[src/rtl/i2cseq_pkg.sv]
// Shared encodings for the I2C transaction sequencer.
package i2cseq_pkg;
    // Commands understood by the bit-level engine.
    typedef enum logic [1:0] {
        CMD_START = 2'd0,
        CMD_STOP  = 2'd1,
        CMD_WR    = 2'd2,
        CMD_RD    = 2'd3
    } cmd_e;

    // Sequencer states; command states issue once and wait for eng_done.
    typedef enum logic [3:0] {
        S_IDLE, S_START, S_DEVW, S_REGA, S_TSTOP, S_TSTART, S_DEVR,
        S_WGET, S_WDATA, S_RDATA, S_RDELIV, S_STOP, S_DONE
    } state_e;
endpackage

[src/rtl/i2cseq_addr_fold.sv]
// Folds register-address bits above the used address length into the
// low device-address bits through a constant mask.
// Assumes alen is already clamped to ADDR_BYTES.
module i2cseq_addr_fold #(
    parameter int         ADDR_BYTES = 4,
    parameter logic [6:0] OVF_MASK   = 7'h03,
    localparam int        REG_W      = 8 * ADDR_BYTES,
    localparam int        ALEN_W     = $clog2(ADDR_BYTES + 1)
) (
    input  logic [6:0]        dev_in,
    input  logic [REG_W-1:0]  reg_addr,
    input  logic [ALEN_W-1:0] alen,
    output logic [6:0]        dev_out
);
    logic [REG_W+7:0] ext;

    // Shift the unused upper address bits down and merge them in.
    always_comb begin
        ext     = {8'h00, reg_addr} >> (int'(alen) * 8);
        dev_out = dev_in | (ext[6:0] & OVF_MASK);
    end
endmodule

[src/rtl/i2cseq_sat_ctr.sv]
// Saturating event counter with synchronous clear.
// Assumes clr and inc never both matter in one cycle (clr wins).
module i2cseq_sat_ctr #(
    parameter int W = 8
) (
    input  logic         clk,
    input  logic         rst_n,
    input  logic         clr,
    input  logic         inc,
    output logic [W-1:0] count
);
    // Count up on inc, stop at all-ones.
    always_ff @(posedge clk) begin
        if (!rst_n || clr)
            count <= '0;
        else if (inc && count != {W{1'b1}})
            count <= count + W'(1);
    end
endmodule

[src/rtl/i2cseq_top.sv]
// I2C memory transaction sequencer. Accepts a request while idle and
// drives a bit-level engine through START/STOP/WRITE/READ commands,
// one outstanding at a time. Assumes the engine raises eng_done no
// earlier than one cycle after a command strobe.
module i2cseq_top #(
    parameter int         ADDR_BYTES = 4,
    parameter int         LEN_W      = 8,
    parameter int         NACK_W     = 8,
    parameter logic [6:0] OVF_MASK   = 7'h03,
    localparam int        REG_W      = 8 * ADDR_BYTES,
    localparam int        ALEN_W     = $clog2(ADDR_BYTES + 1)
) (
    input  logic              clk,
    input  logic              rst_n,
    input  logic              req_valid,
    output logic              req_ready,
    input  logic [1:0]        req_op,
    input  logic [6:0]        req_dev,
    input  logic [REG_W-1:0]  req_reg_addr,
    input  logic [ALEN_W-1:0] req_alen,
    input  logic [LEN_W-1:0]  req_len,
    input  logic              cfg_rep_start,
    output logic              cmd_valid,
    output logic [1:0]        cmd_op,
    output logic [7:0]        cmd_byte,
    output logic              cmd_nack,
    input  logic              eng_done,
    input  logic              eng_nack,
    input  logic [7:0]        eng_rdata,
    input  logic              wr_valid,
    output logic              wr_ready,
    input  logic [7:0]        wr_data,
    output logic              rd_valid,
    input  logic              rd_ready,
    output logic [7:0]        rd_data,
    output logic              done,
    output logic              st_err,
    output logic [NACK_W-1:0] st_nacks
);
    import i2cseq_pkg::*;

    state_e             state;
    logic               wait_q;
    logic [6:0]         dev_q;
    logic [REG_W-1:0]   reg_q;
    logic [ALEN_W-1:0]  alen_q, idx_q, alen_c;
    logic [LEN_W-1:0]   remain_q;
    logic               is_read_q, is_probe_q, rep_q, err_q;
    logic [7:0]         byte_q, rd_q;
    logic [6:0]         dev_fold;
    logic [REG_W-1:0]   reg_sh;
    logic               cmd_state, step, accept, nack_inc;
    logic               last_byte;

    // Clamp the address length to the supported maximum.
    assign alen_c = (req_alen > ALEN_W'(ADDR_BYTES)) ? ALEN_W'(ADDR_BYTES) : req_alen;

    i2cseq_addr_fold #(.ADDR_BYTES(ADDR_BYTES), .OVF_MASK(OVF_MASK)) u_fold (
        .dev_in   (req_dev),
        .reg_addr (req_reg_addr),
        .alen     (alen_c),
        .dev_out  (dev_fold)
    );

    assign accept   = (state == S_IDLE) && req_valid;
    assign step     = wait_q && eng_done;
    assign nack_inc = (state == S_WDATA) && step && eng_nack;

    i2cseq_sat_ctr #(.W(NACK_W)) u_nacks (
        .clk   (clk),
        .rst_n (rst_n),
        .clr   (accept),
        .inc   (nack_inc),
        .count (st_nacks)
    );

    // Decode the command a state issues and its payload.
    always_comb begin
        reg_sh    = reg_q >> {idx_q, 3'b000};
        last_byte = (remain_q == LEN_W'(1));
        cmd_state = 1'b1;
        cmd_op    = CMD_WR;
        cmd_byte  = 8'h00;
        unique case (state)
            S_START, S_TSTART: cmd_op = CMD_START;
            S_TSTOP, S_STOP:   cmd_op = CMD_STOP;
            S_DEVW:            cmd_byte = {dev_q, 1'b0};
            S_DEVR:            cmd_byte = {dev_q, 1'b1};
            S_REGA:            cmd_byte = reg_sh[7:0];
            S_WDATA:           cmd_byte = byte_q;
            S_RDATA:           cmd_op = CMD_RD;
            default:           cmd_state = 1'b0;
        endcase
        cmd_valid = cmd_state && !wait_q;
        cmd_nack  = (state == S_RDATA) && last_byte;
    end

    assign req_ready = (state == S_IDLE);
    assign wr_ready  = (state == S_WGET);
    assign rd_valid  = (state == S_RDELIV);
    assign rd_data   = rd_q;
    assign done      = (state == S_DONE);
    assign st_err    = err_q;

    // Transaction sequencing: one command at a time, advance on eng_done.
    always_ff @(posedge clk) begin
        if (!rst_n) begin
            state      <= S_IDLE;
            wait_q     <= 1'b0;
            dev_q      <= '0;
            reg_q      <= '0;
            alen_q     <= '0;
            idx_q      <= '0;
            remain_q   <= '0;
            is_read_q  <= 1'b0;
            is_probe_q <= 1'b0;
            rep_q      <= 1'b0;
            err_q      <= 1'b0;
            byte_q     <= '0;
            rd_q       <= '0;
        end else begin
            if (cmd_valid)
                wait_q <= 1'b1;
            else if (step)
                wait_q <= 1'b0;
            unique case (state)
                S_IDLE: if (req_valid) begin
                    dev_q      <= dev_fold;
                    reg_q      <= req_reg_addr;
                    alen_q     <= alen_c;
                    remain_q   <= req_len;
                    is_read_q  <= (req_op == 2'd1);
                    is_probe_q <= req_op[1];
                    rep_q      <= cfg_rep_start;
                    err_q      <= 1'b0;
                    state      <= S_START;
                end
                S_START: if (step)
                    state <= (is_read_q && alen_q == '0) ? S_DEVR : S_DEVW;
                S_DEVW: if (step) begin
                    if (eng_nack) begin
                        err_q <= 1'b1;
                        state <= S_STOP;
                    end else if (is_probe_q) begin
                        state <= S_STOP;
                    end else if (alen_q != '0) begin
                        idx_q <= alen_q - ALEN_W'(1);
                        state <= S_REGA;
                    end else begin
                        state <= (remain_q == '0) ? S_STOP : S_WGET;
                    end
                end
                S_REGA: if (step) begin
                    if (eng_nack) begin
                        err_q <= 1'b1;
                        state <= S_DONE;
                    end else if (idx_q != '0) begin
                        idx_q <= idx_q - ALEN_W'(1);
                    end else if (is_read_q) begin
                        state <= rep_q ? S_TSTART : S_TSTOP;
                    end else begin
                        state <= (remain_q == '0) ? S_STOP : S_WGET;
                    end
                end
                S_TSTOP:  if (step) state <= S_TSTART;
                S_TSTART: if (step) state <= S_DEVR;
                S_DEVR: if (step) begin
                    if (eng_nack) begin
                        err_q <= 1'b1;
                        state <= S_STOP;
                    end else begin
                        state <= (remain_q == '0) ? S_STOP : S_RDATA;
                    end
                end
                S_WGET: if (wr_valid) begin
                    byte_q <= wr_data;
                    state  <= S_WDATA;
                end
                S_WDATA: if (step) begin
                    remain_q <= remain_q - LEN_W'(1);
                    state    <= last_byte ? S_STOP : S_WGET;
                end
                S_RDATA: if (step) begin
                    rd_q  <= eng_rdata;
                    state <= S_RDELIV;
                end
                S_RDELIV: if (rd_ready) begin
                    remain_q <= remain_q - LEN_W'(1);
                    state    <= last_byte ? S_STOP : S_RDATA;
                end
                S_STOP: if (step) state <= S_DONE;
                S_DONE: state <= S_IDLE;
                default: state <= S_IDLE;
            endcase
        end
    end
endmodule

[config.mk]
export PLATFORM = sky130hd
export DESIGN_NAME = i2cseq_top
export DESIGN_NICKNAME = d
export VERILOG_FILES = /design/src/rtl/i2cseq_pkg.sv /design/src/rtl/i2cseq_addr_fold.sv /design/src/rtl/i2cseq_sat_ctr.sv /design/src/rtl/i2cseq_top.sv
export SDC_FILE = /design/constraint.sdc
export NUM_CORES = 1
export LEC_CHECK = 0
export BUFFER_PORTS_ARGS = -buffer_cell sky130_fd_sc_hd__buf_2
export CORE_MARGIN = 4
export CORE_UTILIZATION = 57
export CTS_CLUSTER_DIAMETER = 100
export DETAILED_ROUTE_END_ITERATION = 8
export PLACE_DENSITY = 0.95
export SYNTH_ARGS = -nofsm -noshare
export SYNTH_HDL_FRONTEND = slang
export SYNTH_SLANG_ARGS = --single-unit
[constraint.sdc]
create_clock -name clk -period 3.35 [get_ports clk]
set_input_delay 0.67 -clock clk [delete_from_list [all_inputs] [get_ports clk]]
set_output_delay 0.67 -clock clk [all_outputs]
set_load 0.01 [all_outputs]
[Yosys cells after proc, flatten, opt, wreduce, memory -nomap -nowiden]
Cells that the tools add are included.
Storage, ports and cells
  output and inout port bits: 33
  register bits: 86
Operators by class
  eq/ne operators: 35
  add/subtract/negate cells: 4
  order comparisons: 1
  muxes and demuxes: 48
  shift operators: 2
  reduce and logical (&&, ||, !) cells: 31
  bitwise gates (word level): 1
Operators by type and width (count)
  $mux W4: 20
  $pmux W4 S12: 1
  $ne A2 B2 Y1 const B: 16
  $pmux W8 S4: 1
  $shr A32 B6 Y2: 1
  $shr A32 B6 Y8: 1
  $mux W3: 9
  $mux W8: 3
  $pmux W8 S3: 1
  $eq A4 B4 Y1 const B: 5
  $eq A4 B3 Y1 const B: 4
  $reduce_and A13 Y1: 1
  $reduce_bool A3 Y1: 3
  $reduce_or A9 Y1: 1
  $add A8 B1 Y8 const B: 1
  $eq A4 B2 Y1 const B: 2
  $eq A8 B1 Y1 const B: 1
  $logic_and A1 B1 Y1: 8
  $logic_not A8 Y1: 1
  $ne A8 B8 Y1 const B: 1
  $reduce_and A4 Y1: 2
  $reduce_and A8 Y1: 1
  $sub A8 B1 Y8 const B: 1
  $mux W1: 7
  19 further kinds: 30

[Logic depth before layout (Yosys ltp)]
Gate-level depths: netlist of the first run.
  depth in word-level cells: 7
  mapped depth: 8

[Hierarchy]
Synthesis of the first run repeated with hierarchy kept, for this count alone.
Second synthesis, totals
  cells, all modules: 543
  area total of the unflattened synthesis: 4606.9 um^2
Modules (own cells, without submodules)
  i2cseq_top: area each 4063.9 um^2, sequential area each 1561.5 um^2, times used 1, cells each 481
  i2cseq_sat_ctr: area each 421.7 um^2, sequential area each 160.2 um^2, times used 1, cells each 46
  i2cseq_addr_fold: area each 121.4 um^2, sequential area each 0.0 um^2, times used 1, cells each 16

[Worst setup path after synthesis of the first run]
No wires, ideal clock.
  kind: register to output
  start: register idx_q[0]
  end: output cmd_byte[0]
  data required time: 2.680 ns
  arrival time: 1.712 ns
  setup slack: 0.968 ns
  stages on the path, launching flop included: 5
  path through: dfxtp_1 > clkbuf_1 > mux4_2 > a222oi_1 > inv_1
On the way
  word-level cells in the longest chain between the ends: 2
RTL lines
  start: declaration: RTL line i2cseq_top.sv:46  | logic [ALEN_W-1:0] alen_q, idx_q, alen_c;
  start signal: assignment: RTL line i2cseq_top.sv:147  | idx_q <= alen_q - ALEN_W'(1);
  start signal: assignment: RTL line i2cseq_top.sv:158  | idx_q <= idx_q - ALEN_W'(1);
  $shr A32 B6 Y8: RTL line i2cseq_top.sv:79  | reg_sh = reg_q >> {idx_q, 3'b000};
  $pmux W8 S4: RTL line i2cseq_top.sv:84  | unique case (state)
  end: declaration: RTL line i2cseq_top.sv:25  | output logic [7:0] cmd_byte,
Every way passes these cells.

[Worst setup path in the final report of the first run]
  start: register state[3]
  end: output cmd_byte[4]
On the way
  word-level cells in the longest chain between the ends: 2
  elaborated cells on any way between the ends: 5
RTL lines
  start: declaration: RTL line i2cseq_top.sv:42  | state_e state;
  start signal: assignment: RTL line i2cseq_top.sv:139  | state <= (is_read_q && alen_q == '0) ? S_DEVR : S_DEVW;
  start signal: assignment: RTL line i2cseq_top.sv:150  | state <= (remain_q == '0) ? S_STOP : S_WGET;
  start signal: assignment: RTL line i2cseq_top.sv:160  | state <= rep_q ? S_TSTART : S_TSTOP;
  $eq A4 B4 Y1 (tied with other cells): RTL line i2cseq_top.sv:84
  $pmux W8 S4 (*): RTL line i2cseq_top.sv:84
Every way passes the cells marked *; elsewhere a longest branch is shown, timed or not.

==> results_dict.tcl, run 1 <==
set metrics [dict create \
    critPathRequiredTime_ns 2.68 \
    arrival_ns 2.31 \
    nets 699 \
    startpoint "state[3]" \
    yosys_warnings 0 \
    fin_worst_skew_ns 0.00805 \
    grt_overflow 0 \
    max_cap_violations 0 \
    via_per_inst 5.99 \
    path_class "flip-flop to output pin" \
    cp_slowest_cell "dfxtp_1" \
    path_depth 6 \
    fp-row-count 31 \
    power_leakage_nw 2.20 \
    clock_path_buffers 2 \
    hold_ws_ns 0.461 \
    antenna_found_initial 0 \
    syn_avg_cell_area_um2 8.09 \
    drtIter0Drc 459 \
    io_buffer_count 108 \
    peakVddDrop_uv 335 \
    die_x_um 94.5 \
    gp_congestion 0.946 \
    fin_setup_tns_ns 0 \
    worstMarginPinSlew_ns 0.780 \
    power_density_nw_per_um2 639 \
    drive_gt1_share_pct 24.7 \
    cts-root-buf "clkbuf_8" \
    ff2ff_path_depth 5 \
    diodes 0 \
    syn-num-nets 608 \
    synth_ff_type "dfxtp_1" \
    cts-buffers-inserted 9 \
    fmax_mhz 336 \
    drc 0 \
    via_count 4328 \
    fill_cells 600 \
    ys_ff_latch 86 \
    cts.repair.resized 0 \
    cp_cell_sequence "nand4bb_1 -> buf_4 -> nor2_1 -> a222oi_1 -> inv_1 -> buf_2" \
    synth_cell_types 63 \
    worst_setup_path_start_kind "flip-flop" \
    drv_slew 0 \
    cp_top_family "flip-flops" \
    cts_setup_buffers 0 \
    die_h_um 94.5 \
    synth_area_um2 4270 \
    coreArea_um2 7250 \
    grt_pass1_vias 4106 \
    finalPower_mw 3.24 \
    clk_pin_slew_ns 0.09 \
    io_pins 109 \
    critPathCapture "cmd_byte[4]" \
    cts_tree "built" \
    register_area_um2 1720 \
    reg2reg_slack_ns 0.82 \
    die_area_um2 8930 \
    grt_pass1_wl_um 19100 \
    ys_seq_area_share_pct 40.4 \
    endpoint_kind "output pin" \
    finalHoldViolations 0 \
    htreeDepth 3 \
    routed_wl_um 11800 \
    setup_viol 0 \
    insertion_delay_ns 0.36 \
    ant_nets 0 \
    status "finished, final reports clean" \
    multi_input_area_um2 2320 \
    grt_use_total_pct 27.1 \
    area_growth_syn_to_layout_pct 18.8 \
    r2r-start "state[3]" \
    min_period_ns 2.98 \
    synthCells 527 \
    min_path_type "flip-flop to flip-flop" \
    r2r-end "remain_q[0]" \
    grt_max_degree 51 \
    crit_fanout 25 \
    max_slew_margin_pct 47.8 \
    crit_buf_inv 3 \
    max_stage_delay_ns 0.80 \
    clock_sinks 86 \
    wire_per_inst_um 16.3 \
    start_util_pct 58.8 \
    firstDrtPassIters 5 \
    synth_edf_count 0 \
    finalCritPeriodShare_pct 88.8 \
    rsz0062_at_grt "no" \
    dp_hpwl_um 8660 \
    async_reset_ff_share_pct 0 \
    hold_buffers 0 \
]
==> flip-flops by register name (all words and copies together) (netlist names), 3 cells and up <==
name	flops
idx_q	3
dev_q	7
reg_q	32
byte_q	8
u_nacks.count	8
state	4
rd_data	8
remain_q	8
alen_q	3
==> kinds of logic after synthesis <==
kind of cell             share of synthesized area (%)
AND/OR/NAND/NOR                                   25.3
flip-flops                                        40.4
multiplexers                                      8.33
XOR/XNOR                                         0.411
AO/OA/AOI/OAI                                     19.0
buffers and inverters                             5.13
adder cells (fa/ha/maj)                           1.47
==> worst register-to-register path, delay by kind of cell (launching register included) <==
family	cells	cell delay, ns
AO/OA/AOI/OAI	2	0.39
flip-flops	1	0.80
AND/OR/NAND/NOR	3	1.26
==> Yosys cell counts, drive strengths merged (5+ instances only) <==
library cell  instances  share of area, %
a21oi                77               9.1
or3                   5              0.73
buf                   7              0.97
and3                  8               1.3
nor2b                 5              0.73
mux4                 10               5.3
clkbuf               29               2.6
o21ai                16               1.9
inv                  18               1.6
a222oi                8               1.9
dfxtp                86                40
nand2               111               9.9
nand3                19               2.2
mux2i                13               3.1
nor4                  5              0.88
nor3                  6              0.70
nor2                 35               3.1
ha                    5               1.5
==> area by class of cell <==
class | instances | area share (%)
Clock buffer | 9 | 2.44
Clock inverter | 7 | 2.07
Inverter | 18 | 1.33
Multi-Input combinational cell | 387 | 45.9
Sequential cell | 86 | 34.0
Tap cell | 99 | 2.44
Timing Repair Buffer | 116 | 11.9
==> cell usage in the layout, fill, tap and decap left out, types with 3 or more instances in the layout <==
cell type	synthesis	routed
or4_1	4	4
nor2b_1	5	5
clkbuf_8	0	9
a211oi_1	4	4
nor2_1	35	35
and3_1	7	7
nand2_1	110	110
o211ai_1	3	3
a21oi_1	76	76
inv_1	18	17
dfxtp_1	86	86
nand3_1	19	19
o21ai_0	16	16
nand4_1	3	3
ha_1	5	5
buf_4	0	8
nor4_1	4	4
nand2b_1	4	4
nor3b_1	3	3
a222oi_1	8	8
mux2i_1	13	13
buf_2	6	108
mux4_2	10	10
nor3_1	6	6
a31oi_1	3	3
or3_1	5	5
==> through the flow <==
step	utilization, %	cells	cell area [um^2]	setup slack, ns
after floorplan	-	527	4270	0.968
after global placement	66.7	706	4840	0.873
after detailed placement	66.7	706	4840	0.825
final	69.9	722	5070	0.374
after global routing	69.9	722	5070	0.196
after CTS	69.9	722	5070	0.418
==> power by group <==
| group | total, mW | switching [mW] | internal (mW) |
|---|---|---|---|
| clock | 0.838 | 0.406 | 0.432 |
| combinational | 1.06 | 0.647 | 0.414 |
| sequential | 1.34 | 0.150 | 1.19 |
==> routing by layer <==
metal / wire length [um] / global-route usage, % / up-vias
met3: 1040 / 5.58 / 37
met1: 4910 / 35.6 / 1999
li1: - / - / 2053
met5: 0 / 0 / -
met2: 5500 / 43.3 / 239
met4: 320 / 12.0 / 0
==> how the worst min path moves through the flow <==
stage,startpoint,endpoint,slack (ns),cells past startpoint
2_1_floorplan,reg_q[16],reg_q[16],0.43,2
3_3_place_gp,rep_q,rep_q,0.44,2
3_5_place_dp,reg_q[6],reg_q[6],0.45,2
4_1_cts,reg_q[6],reg_q[6],0.46,2
5_1_grt,reg_q[6],reg_q[6],0.48,2
6_report,st_err,st_err,0.46,2
Power figures use the tool's default switching activity.
==> run 2: changes to the inputs <==
--- a/config.mk
+++ b/config.mk
@@ -9,6 +9,7 @@
 export CORE_MARGIN = 4
-export CORE_UTILIZATION = 57
+export CORE_UTILIZATION = 50
 export CTS_CLUSTER_DIAMETER = 100
 export DETAILED_ROUTE_END_ITERATION = 8
-export PLACE_DENSITY = 0.95
+export PLACE_DENSITY = 0.88
+export SLEW_MARGIN = 20
 export SYNTH_ARGS = -nofsm -noshare
==> constraint.sdc (replaced) <==
create_clock -name clk -period 3.35 [get_ports clk]
set_input_delay 0.335 -clock clk [delete_from_list [all_inputs] [get_ports clk]]
set_output_delay 0.335 -clock clk [all_outputs]
set_load 0.01 [all_outputs]
==> results_dict.tcl, run 2 (synthesis results as in run 1) <==
set metrics [dict create \
    status "finished, final reports clean" \
    placed_area_um2 4820 \
    cts_setup_buffers 0 \
    dp.cells 709 \
    grt_max_degree 51 \
    layout_commonest_cell "nand2_1" \
    drc 0 \
    diodes 0 \
    start_util_pct 51.7 \
    cts.repair.resized 0 \
    finalHoldViolations 0 \
    fin_worst_skew_ns 0.0131 \
    crit_fanout 24 \
    final_cells 725 \
    peakVddDrop_uv 378 \
    hold_buffers 0 \
    cts-buffers-inserted 9 \
    m1WireLength_um 4600 \
    ant_nets 0 \
    nets 696 \
    min_period_ns 2.95 \
    top_register "reg_q" \
    io_buffer_count 108 \
    htreeDepth 3 \
    clkPwrFrac_pct 24.2 \
    worstMarginPinSlew_ns 0.780 \
    top_layer_used "met4" \
    power_leakage_nw 2.17 \
    endpoint_kind "output pin" \
    holdPathStages 3 \
    min_path_type "primary input to flip-flop" \
    max_slew_margin_pct 47.8 \
    gp_congestion 0.936 \
    whs_endpoint "dev_q[3]" \
    routed_wl_um 11300 \
    finalCritPeriodShare_pct 88.0 \
    largest_register_ffs 32 \
    clk_pin_slew_ns 0.10 \
    reg2reg_slack_ns 0.85 \
    ff2ff_path_depth 5 \
    via_per_inst 5.81 \
    seq_power_share_pct 42.9 \
    fin_area_um2 5030 \
    antenna_found_initial 0 \
    rsz0062_at_grt "no" \
    path_depth 5 \
    path_class "flip-flop to output pin" \
    fill_cells 714 \
    grt_pass1_wl_um 18300 \
    area_growth_syn_to_layout_pct 17.9 \
    wl_met2_um 5610 \
    fin_setup_tns_ns 0 \
    arrival_ns 2.61 \
    max_cap_violations 0 \
    fmax_mhz 339 \
    cts-root-buf "clkbuf_8" \
    fp-row-count 33 \
    grt_pass1_vias 3988 \
    die_h_um 100 \
    crit_buf_inv 2 \
    clock_path_buffers 2 \
    via_count 4211 \
    grt_overflow 0 \
    die_area_um2 10100 \
    cp_top_family "simple AND/OR/NAND/NOR gates" \
    drive_gt1_share_pct 24.4 \
    final_cell_mix "nand2_1 (110), buf_2 (108), dfxtp_1 (86)" \
    cts_tree "built" \
    drtIter0Drc 309 \
    internal_power_mw 1.96 \
    worst_setup_path_start_kind "flip-flop" \
    dp_hpwl_um 8140 \
    insertion_delay_ns 0.36 \
    p_sw_mw 1.18 \
    coreArea_um2 8260 \
    hold_start "req_dev[3]" \
    sw_frac_of_total_pct 37.6 \
    critPathRequiredTime_ns 3.01 \
    die_x_um 100 \
    grt_use_total_pct 22.3 \
    drv_slew 0 \
    p_comb_share_pct 32.9 \
    firstDrtPassIters 5 \
    io_pins 109 \
    cp_cell_sequence "nand4bb_1 -> nor2_1 -> a222oi_1 -> inv_1 -> buf_2" \
    max_stage_delay_ns 0.83 \
    setup_viol 0 \
    clock_sinks 86 \
    wl_met3_um 860 \
    r2r-start "state[3]" \
    power_density_nw_per_um2 625 \
    cp_slowest_cell "dfxtp_1" \
    r2r-end "remain_q[0]" \
    wire_per_inst_um 15.5 \
]
run 2: through the flow:
stage	util, %	hold WS, ns	setup slack [ns]	power, mW
final	60.9	0.201	0.402	3.14
after global routing	60.9	0.197	0.103	3.34
after CTS	60.9	0.194	0.424	3.14
after detailed placement	58.4	0.447	0.826	2.38
after global placement	58.4	0.440	0.901	2.33
after floorplan	-	0.433	1.30	2.10
run 2: worst min-delay path: stages:
cell and delay (ns):
buf_2 0.10, nand2_1 0.04, a21oi_1 0.05
run 2: cell type report:
cell class | count | area [um^2] | share of cell area [%]
Timing Repair Buffer | 113 | 578 | 11.5
Clock inverter | 7 | 80.1 | 1.59
Multi-Input combinational cell | 387 | 2320 | 46.2
Sequential cell | 86 | 1720 | 34.2
Tap cell | 105 | 131 | 2.61
Inverter | 18 | 67.6 | 1.34
Clock buffer | 9 | 124 | 2.46
run 2: metal layers:
layer | global-route usage (%) | vias to the layer above
li1 | - | 2042
met1 | 28.0 | 1963
met2 | 38.3 | 188
met3 | 4.59 | 18
met4 | 7.15 | 0
met5 | 0 | -
run 2: worst max path at each step:
| stage | slack [ns] | endpoint | startpoint |
|---|---|---|---|
| CTS | 0.42 | cmd_byte[0] | state[1] |
| finish | 0.40 | cmd_byte[0] | state[1] |
| global placement | 0.90 | cmd_byte[0] | state[1] |
| global route | 0.10 | cmd_byte[0] | state[1] |
| floorplan | 1.30 | cmd_byte[0] | idx_q[0] |
| detailed placement | 0.83 | cmd_byte[0] | state[1] |
run 2: power by group through the flow:
stage / logic (mW) / clock network [mW] / registers, mW
2_1_floorplan: 0.796 / 0 / 1.30
3_3_place_gp: 0.980 / 0 / 1.35
3_5_place_dp: 1.01 / 0 / 1.37
4_1_cts: 1.02 / 0.778 / 1.34
5_1_grt: 1.15 / 0.819 / 1.38
6_report: 1.03 / 0.761 / 1.35
==> run 3: changes to the inputs <==
PLACE_DENSITY = 0.87   (was 0.88)
SYNTH_HIERARCHICAL = 1   (was not set)
==> results_dict.tcl, run 3 <==
set metrics [dict create \
    yosys.area.top_type_share_pct 37.4 \
    grtUsageMet1_pct 27.2 \
    finalHoldViolations 0 \
    insertion_delay_ns 0.35 \
    antenna_found_initial 0 \
    dp.cells 726 \
    synth_edf_count 0 \
    arrival_ns 2.55 \
    busiest_layer "met2" \
    syn-num-nets 624 \
    timing.final.ws_setup_ns 0.464 \
    setup_viol 0 \
    max_slew_margin_pct 46.4 \
    fill_cells 788 \
    power_density_nw_per_um2 715 \
    clock_sinks 86 \
    min_period_ns 2.89 \
    fin_area_um2 5320 \
    syn_avg_cell_area_um2 8.48 \
    layout_commonest_cell "nand2_1" \
    die_h_um 104 \
    final_cell_mix "nand2_1 (116), buf_2 (108), dfxtp_1 (86)" \
    cts.repair.resized 0 \
    nets 710 \
    fp-row-count 34 \
    drc 0 \
    drv_slew 0 \
    hold_ws_ns 0.210 \
    grt_use_total_pct 21.6 \
    grt_pass1_wl_um 19600 \
    crit_fanout 21 \
    die_area_um2 10800 \
    grt_max_degree 75 \
    drtIter0Drc 366 \
    cts-buffers-inserted 9 \
    worstMarginPinSlew_ns 0.803 \
    via_per_inst 5.81 \
    yosysMostFrequentCell "nand2_1" \
    max_cap_violations 0 \
    power_leakage_nw 2.34 \
    yosys_warnings 6 \
    yosys-top-cells-area "dfxtp_1 (37%), nand2_1 (9.5%), a21oi_1 (7.4%)" \
    finalPower_mw 3.80 \
    htreeDepth 3 \
    synth_cell_types 81 \
    cts-root-buf "clkbuf_8" \
    firstDrtPassIters 5 \
    worst_setup_path_start_kind "flip-flop" \
    met2_usage_pct 37.0 \
    synthCells 543 \
    clk_pin_slew_ns 0.09 \
    ys_seq_area_share_pct 37.4 \
    peakVddDrop_uv 329 \
    cts_setup_buffers 0 \
    drive_gt1_share_pct 26.7 \
    endpoint_kind "output pin" \
    area_growth_syn_to_layout_pct 15.4 \
    cts_tree "built" \
    multi_input_area_um2 2550 \
    postLayoutCoreUtil_pct 60.1 \
    yosysTopAreaCell "dfxtp_1" \
    synth_common_cells "nand2_1 (116), dfxtp_1 (86), a21oi_1 (68)" \
    dp_hpwl_um 8490 \
    register_area_um2 1720 \
    grt_overflow 0 \
    placed_area_um2 5070 \
    wire_per_inst_um 16.1 \
    hold_buffers 0 \
    async_reset_ff_share_pct 0 \
    finalCritPeriodShare_pct 86.2 \
    final_cells 742 \
    die_x_um 104 \
    fmax_mhz 346 \
    coreArea_um2 8850 \
    fin_worst_skew_ns 0.00843 \
    use_met3_pct 4.78 \
    grt_pass1_vias 4157 \
    clock_path_buffers 2 \
    status "finished, final reports clean" \
    gp_congestion 0.892 \
    diodes 0 \
    ant_nets 0 \
    fin_setup_tns_ns 0 \
    dp_worst_setup_slack_ns 0.905 \
    min_path_type "primary input to flip-flop" \
    synth_ff_type "dfxtp_1" \
    path_class "flip-flop to output pin" \
    top_register "reg_q" \
    io_pins 109 \
    io_buffer_count 108 \
    via_count 4312 \
    ys_ff_latch 86 \
    largest_register_ffs 32 \
    routed_wl_um 11900 \
    critPathRequiredTime_ns 3.01 \
    synth_area_um2 4610 \
    rsz0062_at_grt "no" \
    start_util_pct 52.1 \
]
==> run 3: changes by cell type in the layout (fill, tap and decap cells not counted), sizes merged, moves of 3 or more <==
cell / delta
mux2i: +13
nand3: -12
a21oi: -9
nand2: +8
nand2b: +5
nor2b: +5
or4: -4
a21boi: +3
a31oi: +3
and3: -3
and4: +3
or3: -3
==> run 3: final cells by class <==
type / instances / area share (%)
clock inverters: 6 / 2.21
flip-flops and latches: 86 / 32.4
clock buffers: 10 / 2.40
repair buffers: 115 / 11.2
well taps: 108 / 2.54
inverters: 18 / 1.32
multi-input cells: 399 / 48.0
==> run 3: report_power, final <==
group / total [mW] / switching (mW) / internal (mW) / leakage (nW)
registers: 1.36 / 0.161 / 1.20 / 0.700
clock network: 0.895 / 0.391 / 0.504 / 0.119
logic: 1.54 / 0.956 / 0.588 / 1.52
total: 3.80 / 1.51 / 2.29 / 2.34
==> run 3: final timing paths <==
path	depth (start not counted)	end	from	slack [ns]
setup / recovery	6	cmd_byte[7]	state[3]	0.46
hold / removal	3	rd_data[2]	eng_rdata[2]	0.21
setup reg to reg	7	u_nacks/count[5]	state[3]	0.97
hold reg to reg	2	reg_q[29]	reg_q[29]	0.46
==> run 3: layer usage <==
metal / vias up / share of wire (%)
met4: 0 / 1.8
li1: 2085 / -
met2: 176 / 49
met5: - / 0
met3: 21 / 7.2
met1: 2030 / 42
==> run 3: critical path, cell delays in order (launching register included) <==
cell	delay [ns]
dfxtp_1	0.57
nand4bb_1	0.31
buf_4	0.20
nor2_1	0.60
a222oi_1	0.25
inv_1	0.12
buf_2	0.14
==> run 3: cell families after synthesis <==
kind of cell	Yosys count	share of synthesized area (%)
flip-flops	86	37.4
AO/OA/AOI/OAI	135	19.5
AND/OR/NAND/NOR	223	24.5
multiplexers	36	10.0
adder cells (fa/ha/maj)	5	1.36
buffers and inverters	58	7.22
